$ cat config.mk
export PLATFORM = sky130hd
export DESIGN_NAME = tape_write_xmit
export DESIGN_NICKNAME = d
export VERILOG_FILES = /design/src/rtl/twx_pkg.sv /design/src/rtl/twx_sync_edge.sv /design/src/rtl/twx_pulse_timer.sv /design/src/rtl/twx_lead_counter.sv /design/src/rtl/twx_lane_reg.sv /design/src/rtl/tape_write_xmit.sv
export SDC_FILE = /design/constraint.sdc
export NUM_CORES = 1
export LEC_CHECK = 0
export ABC_AREA = 0
export CORE_ASPECT_RATIO = 1.4
export CORE_UTILIZATION = 40
export DETAILED_ROUTE_END_ITERATION = 12
export REMOVE_ABC_BUFFERS = 1
export SLEW_MARGIN = 25
export SYNTH_ARGS = -nofsm -noshare
export SYNTH_HDL_FRONTEND = slang
export SYNTH_SLANG_ARGS = --single-unit
$ cat constraint.sdc
create_clock -name clk -period 2.04 [get_ports clk]
set_clock_uncertainty 0.1 [all_clocks]
set_input_delay 0.408 -clock clk [delete_from_list [all_inputs] [get_ports clk]]
set_output_delay 0.408 -clock clk [all_outputs]
set_load 0.01 [all_outputs]
$ cat src/rtl/twx_pkg.sv
package twx_pkg;

    typedef enum logic [2:0] {
        ST_IDLE,
        ST_LOAD,
        ST_GO,
        ST_XFER,
        ST_FIN
    } twx_state_e;

    // Nine bus lines for one byte, already in active-low form.
    typedef struct packed {
        logic [7:0] data_n;
        logic       par_n;
    } twx_lane_t;

    localparam twx_lane_t LANE_RELEASED = '{data_n: 8'hFF, par_n: 1'b1};

    // Line i carries bit 7-i. The bus inverts every line. The odd parity bit is
    // the complement of the XOR, so its inverted form is the XOR itself.
    function automatic twx_lane_t encode_lane(input logic [7:0] b);
        twx_lane_t l;
        for (int i = 0; i < 8; i++) begin
            l.data_n[i] = ~b[7-i];
        end
        l.par_n = ^b;
        return l;
    endfunction

endpackage

$ cat src/rtl/twx_sync_edge.sv
module twx_sync_edge #(
    parameter int STAGES = 2
) (
    input  logic clk,
    input  logic rst,
    input  logic din,
    output logic rise
);
    logic [STAGES-1:0] chain;
    logic              prev;

    generate
        for (genvar g = 0; g < STAGES; g++) begin : g_stage
            if (g == 0) begin : g_first
                always_ff @(posedge clk) begin
                    if (rst) chain[0] <= 1'b1;
                    else     chain[0] <= din;
                end
            end else begin : g_next
                always_ff @(posedge clk) begin
                    if (rst) chain[g] <= 1'b1;
                    else     chain[g] <= chain[g-1];
                end
            end
        end
    endgenerate

    always_ff @(posedge clk) begin
        if (rst) prev <= 1'b1;
        else     prev <= chain[STAGES-1];
    end

    assign rise = chain[STAGES-1] & ~prev;

endmodule

$ cat src/rtl/twx_pulse_timer.sv
module twx_pulse_timer #(
    parameter int LEN = 100
) (
    input  logic clk,
    input  logic rst,
    input  logic start,
    output logic active,
    output logic expire
);
    localparam int CW = $clog2(LEN + 1);

    logic [CW-1:0] cnt;

    always_ff @(posedge clk) begin
        if (rst) begin
            active <= 1'b0;
            cnt    <= '0;
        end else if (start) begin
            active <= 1'b1;
            cnt    <= '0;
        end else if (active) begin
            if (cnt == CW'(LEN - 1)) active <= 1'b0;
            else                     cnt    <= cnt + 1'b1;
        end
    end

    assign expire = active && (cnt == CW'(LEN - 1));

endmodule

$ cat src/rtl/twx_lead_counter.sv
module twx_lead_counter #(
    parameter int LEAD = 30
) (
    input  logic clk,
    input  logic rst,
    input  logic clear,
    output logic met
);
    localparam int CW = $clog2(LEAD + 1);

    logic [CW-1:0] cnt;

    always_ff @(posedge clk) begin
        if (rst || clear)            cnt <= '0;
        else if (cnt != CW'(LEAD))   cnt <= cnt + 1'b1;
    end

    assign met = (cnt == CW'(LEAD));

endmodule

$ cat src/rtl/twx_lane_reg.sv
module twx_lane_reg
    import twx_pkg::*;
(
    input  logic       clk,
    input  logic       rst,
    input  logic       load,
    input  logic       clear,
    input  logic [7:0] byte_in,
    input  logic       last_in,
    output twx_lane_t  lane,
    output logic       last,
    output logic       loaded
);
    always_ff @(posedge clk) begin
        if (rst || clear) begin
            lane   <= LANE_RELEASED;
            last   <= 1'b0;
            loaded <= 1'b0;
        end else if (load) begin
            lane   <= encode_lane(byte_in);
            last   <= last_in;
            loaded <= 1'b1;
        end
    end

    // Nine lines together hold an odd number of asserted (low) lines.
    AST_PARITY_ODD: assert property (@(posedge clk) disable iff (rst)
        loaded |-> ($countones(~{lane.data_n, lane.par_n}) % 2 == 1));

    AST_IDLE_RELEASED: assert property (@(posedge clk) disable iff (rst)
        !loaded |-> (lane == LANE_RELEASED));

endmodule

$ cat src/rtl/tape_write_xmit.sv
module tape_write_xmit
    import twx_pkg::*;
#(
    parameter int GO_CYCLES   = 100,
    parameter int LWD_CYCLES  = 30,
    parameter int SYNC_STAGES = 2
) (
    input  logic       clk,
    input  logic       rst,
    input  logic       rec_start,
    input  logic       in_valid,
    output logic       in_ready,
    input  logic [7:0] in_data,
    input  logic       in_last,
    input  logic       wstr_n,
    output logic [7:0] wd_n,
    output logic       wp_n,
    output logic       wrt_n,
    output logic       go_n,
    output logic       lwd_n,
    output logic       done,
    output logic       err_underrun,
    output logic       err_lead
);
    twx_state_e state;
    twx_lane_t  lane;
    logic       lane_last, lane_loaded;
    logic       trail, go_active, go_expire, lead_met;
    logic       lane_load, lane_clear, go_start, lead_clear;

    twx_sync_edge #(.STAGES(SYNC_STAGES)) u_sync (
        .clk(clk), .rst(rst), .din(wstr_n), .rise(trail)
    );

    assign go_start   = (state == ST_LOAD) && in_valid;
    assign lane_load  = go_start ||
                        ((state == ST_XFER) && trail && !lane_last && in_valid);
    assign lane_clear = (state == ST_XFER) && trail && (lane_last || !in_valid);
    assign lead_clear = lane_load && in_last;
    assign in_ready   = (state == ST_LOAD) ||
                        ((state == ST_XFER) && trail && !lane_last);

    twx_pulse_timer #(.LEN(GO_CYCLES)) u_go (
        .clk(clk), .rst(rst), .start(go_start),
        .active(go_active), .expire(go_expire)
    );

    twx_lead_counter #(.LEAD(LWD_CYCLES)) u_lead (
        .clk(clk), .rst(rst), .clear(lead_clear), .met(lead_met)
    );

    twx_lane_reg u_lane (
        .clk(clk), .rst(rst), .load(lane_load), .clear(lane_clear),
        .byte_in(in_data), .last_in(in_last),
        .lane(lane), .last(lane_last), .loaded(lane_loaded)
    );

    always_ff @(posedge clk) begin
        if (rst) begin
            state        <= ST_IDLE;
            err_underrun <= 1'b0;
            err_lead     <= 1'b0;
        end else begin
            case (state)
                ST_IDLE: if (rec_start) begin
                    state        <= ST_LOAD;
                    err_underrun <= 1'b0;
                    err_lead     <= 1'b0;
                end
                ST_LOAD: if (in_valid) state <= ST_GO;
                ST_GO:   if (go_expire) state <= ST_XFER;
                ST_XFER: if (trail) begin
                    if (lane_last) begin
                        state    <= ST_FIN;
                        err_lead <= !lead_met;
                    end else if (!in_valid) begin
                        state        <= ST_FIN;
                        err_underrun <= 1'b1;
                    end
                end
                ST_FIN:  state <= ST_IDLE;
                default: state <= ST_IDLE;
            endcase
        end
    end

    assign wd_n  = lane.data_n;
    assign wp_n  = lane.par_n;
    assign go_n  = ~go_active;
    assign wrt_n = ~((state == ST_GO) || (state == ST_XFER));
    assign lwd_n = ~(lane_loaded && lane_last);
    assign done  = (state == ST_FIN);

    AST_GO_WITH_WRITE: assert property (@(posedge clk) disable iff (rst)
        !go_n |-> !wrt_n);

    AST_ACCEPT_KEEPS_WRITE: assert property (@(posedge clk) disable iff (rst)
        (in_ready && in_valid) |=> !wrt_n);

    AST_LAST_WORD_HELD: assert property (@(posedge clk) disable iff (rst)
        (!lwd_n && !done) |=> (!lwd_n || done));

    AST_DONE_SINGLE: assert property (@(posedge clk) disable iff (rst)
        done |=> !done);

    AST_DONE_RELEASES: assert property (@(posedge clk) disable iff (rst)
        done |-> (wd_n == 8'hFF && wp_n && lwd_n && wrt_n && go_n));

    AST_UNDERRUN_ENDS: assert property (@(posedge clk) disable iff (rst)
        $rose(err_underrun) |-> done);

    AST_READY_QUIET_IDLE: assert property (@(posedge clk) disable iff (rst)
        (wrt_n && go_n && !in_ready) |=> (!in_ready || !$stable(state) || rec_start || $past(rec_start)));

endmodule

# After elaboration in Yosys (flattened, before gate mapping)
# Index checks and enable logic that the tools add are counted.
[op_classes]
addsub = 2
eq_ne = 15
n_mux = 18
bitwise = 14
n_reduce_logical = 25
[op_table]
columns = ["operator", "count"]
rows = [
  ["$mux W3", 6],
  ["$not A1 Y1", 13],
  ["$ne A2 B2 Y1 const B", 6],
  ["$pmux W3 S4", 1],
  ["$reduce_and A5 Y1", 2],
  ["$mux W1", 9],
  ["$logic_and A1 B1 Y1", 8],
  ["$reduce_xor A8 Y1", 1],
  ["$add A7 B1 Y7 const B", 1],
  ["$eq A7 B7 Y1 const B", 1],
  ["$eq A3 B2 Y1 const B", 2],
  ["$logic_or A1 B1 Y1", 6],
  ["$add A5 B1 Y5 const B", 1],
  ["$eq A5 B5 Y1 const B", 1],
  ["$ne A5 B5 Y1 const B", 1],
  ["$pmux W1 S2", 2],
  ["$reduce_and A4 Y1", 1],
  ["$eq A3 B1 Y1 const B", 1],
  ["$eq A3 B3 Y1 const B", 1],
  ["$logic_not A1 Y1", 3],
  ["$logic_not A3 Y1", 1],
  ["$ne A3 B2 Y1 const B", 1],
  ["$ne A2 B1 Y1 const B", 1],
  ["$reduce_and A2 Y1", 1],
  ["3 further kinds", 3],
]
[totals]
ff_bits = 32
in_bits = 14
output_inout_bits = 16
wordCells = 87

# Longest topological paths before layout
# Gate-level depths: netlist of run 1.
[depth]
depth_word = 8
depth_mapped = 7
ltp_nobuf = 6

# By module
# A second synthesis of run 1 with hierarchy kept.
[hier_totals]
cells_unflattened = 166
hier_area_um2 = 1491.4
[by_module_without_submodules]
columns = ["module", "instances", "cells_each", "area_each_um2", "seq_area_each_um2"]
rows = [
  ["twx_lane_reg", 1, 50, 429.2, 220.2],
  ["twx_pulse_timer", 1, 42, 374.1, 160.2],
  ["tape_write_xmit", 1, 42, 352.8, 100.1],
  ["twx_lead_counter", 1, 25, 250.2, 100.1],
  ["twx_sync_edge", 1, 7, 85.1, 60.1],
]

# Worst setup path after synthesis of run 1
# Ideal clock, no wire load.
[synth_timing]
path_kind = "reg-to-reg"
startpoint = "register u_lane.last"
endpoint = "register, netlist name u_lane.lane[1]"
setup_ns = 0.124
arrival_ns = 1.347
required_time_ns = 1.816
slack_ns = 0.469
stages_incl_launch_ff = 7
n_path_buf = 1
period_less_slack_ns = 1.571
cell_sequence = "dfxtp_1 > or3b_4 > a21boi_4 > nand2_4 > buf_6 > nand2_2 > o211ai_2"
[synth_via]
elab_chain_len = 4
word_cells_on_any_way = 7
cone_classes = "reduce/logical (7)"
[synth_lines]
columns = ["element", "line_no", "text"]
rows = [
  ["start: declaration", "twx_lane_reg.sv:11", "output logic last,"],
  ["start signal: assignment", "twx_lane_reg.sv:21", "last <= last_in;"],
  ["$logic_not A1 Y1", "tape_write_xmit.sv:37", "((state == ST_XFER) && trail && !lane_last && in_valid);"],
  ["$logic_and A1 B1 Y1 (2 in series)", "tape_write_xmit.sv:37", ""],
  ["$logic_or A1 B1 Y1", "tape_write_xmit.sv:36", "assign lane_load = go_start ||"],
]
# Several ways; a longest one is shown, not always the timed one.
# A chain may end at the register's enable or synchronous reset.

# Final worst setup path of run 1
[layout_timing]
startpoint = "register u_sync.chain[1]"
endpoint = "output in_ready"
[layout_via]
elab_chain_len = 4
[layout_lines]
columns = ["element", "line_no", "text"]
rows = [
  ["start: declaration", "twx_sync_edge.sv:9", "logic [STAGES-1:0] chain;"],
  ["start signal: indexed assignment", "twx_sync_edge.sv:22", "else chain[g] <= chain[g-1];"],
  ["$and A1 B1 Y1", "twx_sync_edge.sv:33", "assign rise = chain[STAGES-1] & ~prev;"],
  ["$logic_and A1 B1 Y1 (2 in series)", "tape_write_xmit.sv:41", "((state == ST_XFER) && trail && !lane_last);"],
  ["$logic_or A1 B1 Y1", "tape_write_xmit.sv:40", "assign in_ready = (state == ST_LOAD) ||"],
  ["end: declaration", "tape_write_xmit.sv:12", "output logic in_ready,"],
]
# Every way passes these cells.

==> results of run 1 <==
==> power breakdown <==
part	switching (mW)	leakage (nW)	internal, mW
logic	0.366	0.480	0.404
registers	0.0973	0.262	0.724
clock network	0.217	0.0503	0.300
==> area by class of cell <==
cell class / count / share of cell area
Multi-Input combinational cell: 117 / 0.4136
Clock buffer: 7 / 0.04840
Sequential cell: 32 / 0.3231
Inverter: 3 / 0.005657
Tap cell: 42 / 0.02640
Timing Repair Buffer: 37 / 0.1829
==> Yosys cell counts, drive strengths merged <==
| master | count | area [µm²] |
|---|---|---|
| clkbuf | 2 | 7.510 |
| dfxtp | 32 | 640.6 |
| nand3b | 5 | 37.54 |
| nor4 | 1 | 6.260 |
| o2bb2ai | 1 | 8.760 |
| mux2i | 1 | 10.01 |
| a21oi | 7 | 38.79 |
| nor4bb | 1 | 10.01 |
| o21a | 1 | 7.510 |
| o211ai | 8 | 100.1 |
| ha | 3 | 37.54 |
| nor2b | 2 | 12.51 |
| nor3b | 1 | 7.510 |
| a211oi | 2 | 25.02 |
| and2 | 1 | 8.760 |
| a21boi | 1 | 18.77 |
| nor2 | 16 | 60.06 |
| nor3 | 3 | 26.28 |
| xor2 | 6 | 52.55 |
| and3 | 1 | 6.260 |
| nand2 | 17 | 76.32 |
| nand4 | 4 | 25.02 |
| nor4b | 1 | 8.760 |
| a21o | 1 | 15.01 |
| nand3 | 6 | 30.03 |
| buf | 4 | 45.04 |
| xnor2 | 10 | 87.58 |
| a22oi | 1 | 7.510 |
| inv | 3 | 11.26 |
| or3b | 1 | 11.26 |
| a31oi | 3 | 18.77 |
| o21ai | 5 | 25.02 |
| or2 | 4 | 25.03 |
| nand2b | 3 | 18.77 |
==> worst max-delay path, delay by kind of cell (launching register included) <==
family,cells,cell delay (ns)
AO/OA/AOI/OAI,1,0.16
buffers and inverters,1,0.28
AND/OR/NAND/NOR,1,0.40
flip-flops,1,0.35
==> state kept, by name, indices dropped and copies added (netlist names) <==
register,flops
u_go.cnt,7
u_sync.prev,1
u_go.active,1
u_lead.cnt,5
err_underrun,1
state,3
u_lane.lane,9
err_lead,1
u_lane.loaded,1
u_sync.chain,2
u_lane.last,1
==> cell families after synthesis <==
| kind of cell | share of synthesized area |
|---|---|
| and+or+nand+nor | 0.2424 |
| DFF | 0.4193 |
| AOI/OAI and AO/OA | 0.1736 |
| xor gates and xnor gates | 0.09173 |
| buffers and inverters | 0.04177 |
| adders and majority gates | 0.02457 |
| muxes | 0.006552 |
==> through the flow <==
stage,std cells,hold slack [ns]
after floorplan,152,0.2895
final,238,0.3227
after detailed placement,231,0.3107
after global placement,231,0.3267
after global routing,238,0.3302
after CTS,238,0.3280
==> worst max path at each step <==
stage	cells past startpoint	start	to	slack, ns
floorplan	4	state[1]	u_lane.lane[1]	0.17
global placement	7	rec_start	u_lane.lane[6]	0.09
detailed placement	7	rec_start	u_lane.lane[6]	0.05
CTS	3	state[0]	done	0.009
global route	3	u_sync.chain[1]	in_ready	0.02
finish	3	u_sync.chain[1]	in_ready	0.07
==> cells in the final DEF (no fill, tap or decap), types with 2 or more instances in the layout <==
cell type	Yosys	layout
xnor2_1	10	10
nand2_1	14	14
nand3_1	6	6
a211oi_2	2	2
nor3_1	2	2
clkdlybuf4s50_1	0	27
nor2b_1	2	2
a31oi_1	3	3
buf_4	0	7
a21oi_1	6	6
o211ai_2	8	8
clkbuf_8	0	7
nor2_1	16	16
dfxtp_2	0	2
nand4_1	4	4
dfxtp_1	32	30
nand2b_1	3	3
inv_1	3	3
nand3b_1	5	5
ha_1	3	3
nand2_2	2	2
o21ai_0	4	4
or2_2	3	3
xor2_1	6	6
==> per-layer routing <==
metal / global-route usage / up-vias
li1: - / 626
met1: 0.1933 / 558
met2: 0.2791 / 27
met3: 0.04848 / 5
met4: 0.08262 / 0
met5: 0 / -
==> what timing repair did <==
action | CTS | global route
gates cloned | 0 | 0
setup endpoints to repair | 3 | 1
resized for setup | 3 | 1
pin swaps | 0 | 0
==> impl_metrics.tcl, run 1 <==
set metrics [dict create \
    post-cts-setup-buffer-count 0 \
    rr_endpoint "u_lead.cnt[3]" \
    met2_length_um 1532 \
    ff_latch_area_um2 643.1 \
    cts_sinks 32 \
    cts_buffers 5 \
    power_density_mw_per_mm2 1059 \
    ir_worst_vdd_mv 0.5074 \
    placementRows 26 \
    fillers 335 \
    rsz0062_at_grt "false" \
    cts_root_buffer "clkbuf_8" \
    hold_end "u_sync.chain[1]" \
    cp_max_fo 3 \
    htree_levels 2 \
    clock_latency_ns 0.28 \
    setup-violations-final 0 \
    die_x_um 54.23 \
    final_util 0.5464 \
    p_leak_nw 0.7921 \
    yosysSeqAreaShare 0.4193 \
    hold_viol_final 0 \
    hold_path.class "reg2reg" \
    routedWlPerCell_um 12.77 \
    max_slew.worst_pin.slew_ns 0.3438 \
    routabilityCongestion 0.7950 \
    diodes 0 \
    clkSlewWorstSetupHoldPaths_ns 0.06 \
    top_layer_used "met4" \
    drc 0 \
    drt-total-wl_um 3040 \
    post-route-period-util 0.9653 \
    layout.nets 213 \
    via_count 1216 \
    grt_first_pass_wirelength_um 4926 \
    firstDrtPassIters 4 \
    path_cells "or3b_4 -> a21boi_4 -> dlygate4sd2_1" \
    area_growth_pct 30.30 \
    crit_required_ns 1.53 \
    min_period_ns 1.969 \
    cts_buffer_depth 2 \
    cap_violations 0 \
    vias_per_cell 5.109 \
    hold_depth 1 \
    timing.final.ws_setup_ns 0.07076 \
    cp-end-kind "primary output" \
    cts_tree "yes" \
    drive_gt1_frac 0.1990 \
    grt_pass1_vias 1140 \
    r2r_start "u_sync.chain[1]" \
    crit_slowest_cell "or3b_4" \
    wl_met3_um 121 \
    dp_hpwl_um 2255 \
    rr_worst_depth 6 \
    antenna_found_initial 0 \
    cts_hold_buf 0 \
    synthCells 158 \
    syn_area_mm2 0.001528 \
    initialDrtViolationCount 23 \
    ys.warnings.count 0 \
    overflow 0 \
    worstSetupStartpointType "flop" \
    synthDistinctLibCells 40 \
    regToRegSetupSlack_ns 0.41 \
    drtAntennaViolNets 0 \
    slew_headroom 0.7708 \
    initial_utilization 0.4193 \
    grt_max_degree 19 \
    postSynthAreaPerCell_um2 9.669 \
    fmax_ghz 0.5078 \
    synth-seq-cells 32 \
    portBuffers 29 \
    path_class "reg2out" \
    grtUsageTotal 0.1685 \
    die_h_um 75.12 \
    die_area_mm2 0.004074 \
    slew_violations 0 \
    arrival_ns 1.46 \
    slowest_delay_ns 0.40 \
    total_power_mw 2.108 \
    pre_cts_ws_ns 0.05378 \
    min-delay-start "u_sync.chain[0]" \
    setup-tns-final_ns 0 \
    final_cell_area_mm2 0.001991 \
    ios 30 \
    core_mm2 0.003643 \
    dpl_cell_area_mm2 0.001891 \
    wl_met1_um 1333 \
    multiInputGateArea_um2 823.3 \
    status "finished clean" \
]
(Power assumes the default switching activity.)
==> run 2: changes to the inputs <==
Settings changed: CTS_BUF_LIST set to sky130_fd_sc_hd__clkbuf_16, MAX_ROUTING_LAYER set to met4.
Clock period 2.04 ns to 2.27 ns, I/O delays scaled along.
==> impl_metrics.tcl, run 2 (same netlist as run 1, synthesis figures left out) <==
set metrics [dict create \
    p_seq_frac 0.343 \
    via_count 1217 \
    initial_utilization 0.4193 \
    firstDrtPassIters 4 \
    timing.final.ws_setup_ns 0.1854 \
    area_growth_pct 32.51 \
    clkPwrFrac 0.344 \
    stdcell_count 235 \
    die_h_um 75.12 \
    p_leak_nw 0.7879 \
    grt_pass1_vias 1168 \
    drive_gt1_frac 0.1762 \
    combPwrFrac 0.313 \
    antenna_found_initial 0 \
    switching_share 0.2980 \
    setup-violations-final 0 \
    vias_per_cell 5.179 \
    cts_root_buffer "clkbuf_16" \
    overflow 0 \
    clkSlewWorstSetupHoldPaths_ns 0.05 \
    htree_levels 2 \
    crit_required_ns 1.72 \
    cts_buffers 5 \
    top_regs "u_lane.lane (9), u_go.cnt (7), u_lead.cnt (5)" \
    clock_latency_ns 0.27 \
    cp-end-kind "primary output" \
    die_area_mm2 0.004074 \
    cts_hold_buf 0 \
    cts_tree "yes" \
    routabilityCongestion 0.7161 \
    setup-tns-final_ns 0 \
    worstSetupStartpointType "flop" \
    drtAntennaViolNets 0 \
    arrival_ns 1.53 \
    initialDrtViolationCount 33 \
    post-route-period-util 0.9183 \
    slew_headroom 0.7219 \
    fmax_ghz 0.4797 \
    min_period_ns 2.085 \
    total_power_mw 2.152 \
    final_util 0.5556 \
    internal-power_mw 1.510 \
    cp_max_fo 9 \
    status "finished clean" \
    post-cts-setup-buffer-count 0 \
    layout.nets 209 \
    cts_sinks 32 \
    rsz0062_at_grt "false" \
    diodes 0 \
    pre_cts_ws_ns 0.1894 \
    drt-total-wl_um 2968 \
    power_density_mw_per_mm2 1063 \
    dp_hpwl_um 2186 \
    top_register "u_lane.lane" \
    core_mm2 0.003643 \
    path_class "reg2out" \
    ir_worst_vdd_mv 0.7227 \
    die_x_um 54.23 \
    hold_path.class "reg2reg" \
    grt_max_degree 19 \
    hold_viol_final 0 \
    placementRows 26 \
    slew_violations 0 \
    portBuffers 29 \
    routedWlPerCell_um 12.63 \
    grtUsageTotal 0.1755 \
    cap_violations 0 \
    grt_first_pass_wirelength_um 4905 \
    drc 0 \
    layout_commonest_cell "dfxtp_1" \
    placed_cells 227 \
    largest_reg_flops 9 \
    max_slew.worst_pin.slew_ns 0.4158 \
    netSwitchingPower_mw 0.6412 \
    final_cell_mix "dfxtp_1, clkdlybuf4s50_1, nor2_1, nand2_1, xnor2_1" \
    cts_buffer_depth 2 \
    ios 30 \
]
==> run 2: final timing paths <==
check / cells past startpoint / slack (ns) / from / endpoint
max: 2 / 0.19 / state[2] / done
min: 1 / 0.34 / u_sync.chain[0] / u_sync.chain[1]
max reg2reg: 7 / 0.59 / state[2] / u_lane.last
min reg2reg: 1 / 0.34 / u_sync.chain[0] / u_sync.chain[1]
==> run 2: repair_timing <==
item | 4_1_cts | 5_1_grt
pin swaps | 0 | 0
resized for setup | 1 | 1
endpoints found under the setup margin | 1 | 1
==> run 2: cell type report <==
| class | instances | area [µm²] |
|---|---|---|
| flip-flops and latches | 32 | 641.9 |
| inverters | 3 | 11.26 |
| fillers | 344 | 1619 |
| multi-input cells | 117 | 823.3 |
| well taps | 42 | 52.55 |
| clock inverters | 3 | 38.79 |
| clock buffers | 5 | 125.1 |
| repair buffers | 33 | 331.6 |
==> run 2: metal layers <==
metal	vias to the layer above	part of all wire	wire, µm	global-route usage
met5	-	0	0	-
met4	0	0.026	78	0.1026
met3	7	0.057	170	0.06263
met2	37	0.51	1520	0.2886
met1	558	0.40	1199	0.1731
li1	615	-	-	-
==> run 2: metrics by stage <==
step / instance area (µm²) / hold WS [ns]
after floorplan: 1475 / 0.2895
after global placement: 1861 / 0.3290
after detailed placement: 1861 / 0.3325
after CTS: 2023 / 0.3484
after global routing: 2024 / 0.3708
final: 2024 / 0.3386
==> run 2: critical path, stage by stage (launching register included) <==
cell and delay (ns):
dfxtp_1 0.46, nor3b_1 0.23, clkdlybuf4s50_1 0.57
==> run 2: power groups by stage <==
stage                     clock (mW)  combinational (mW)  sequential, mW
after CTS                      0.757               0.680           0.736
after global placement             0               0.667           0.742
after global routing           0.784               0.741           0.753
after floorplan                    0               0.385           0.773
after detailed placement           0               0.683           0.747
final                          0.740               0.674           0.737
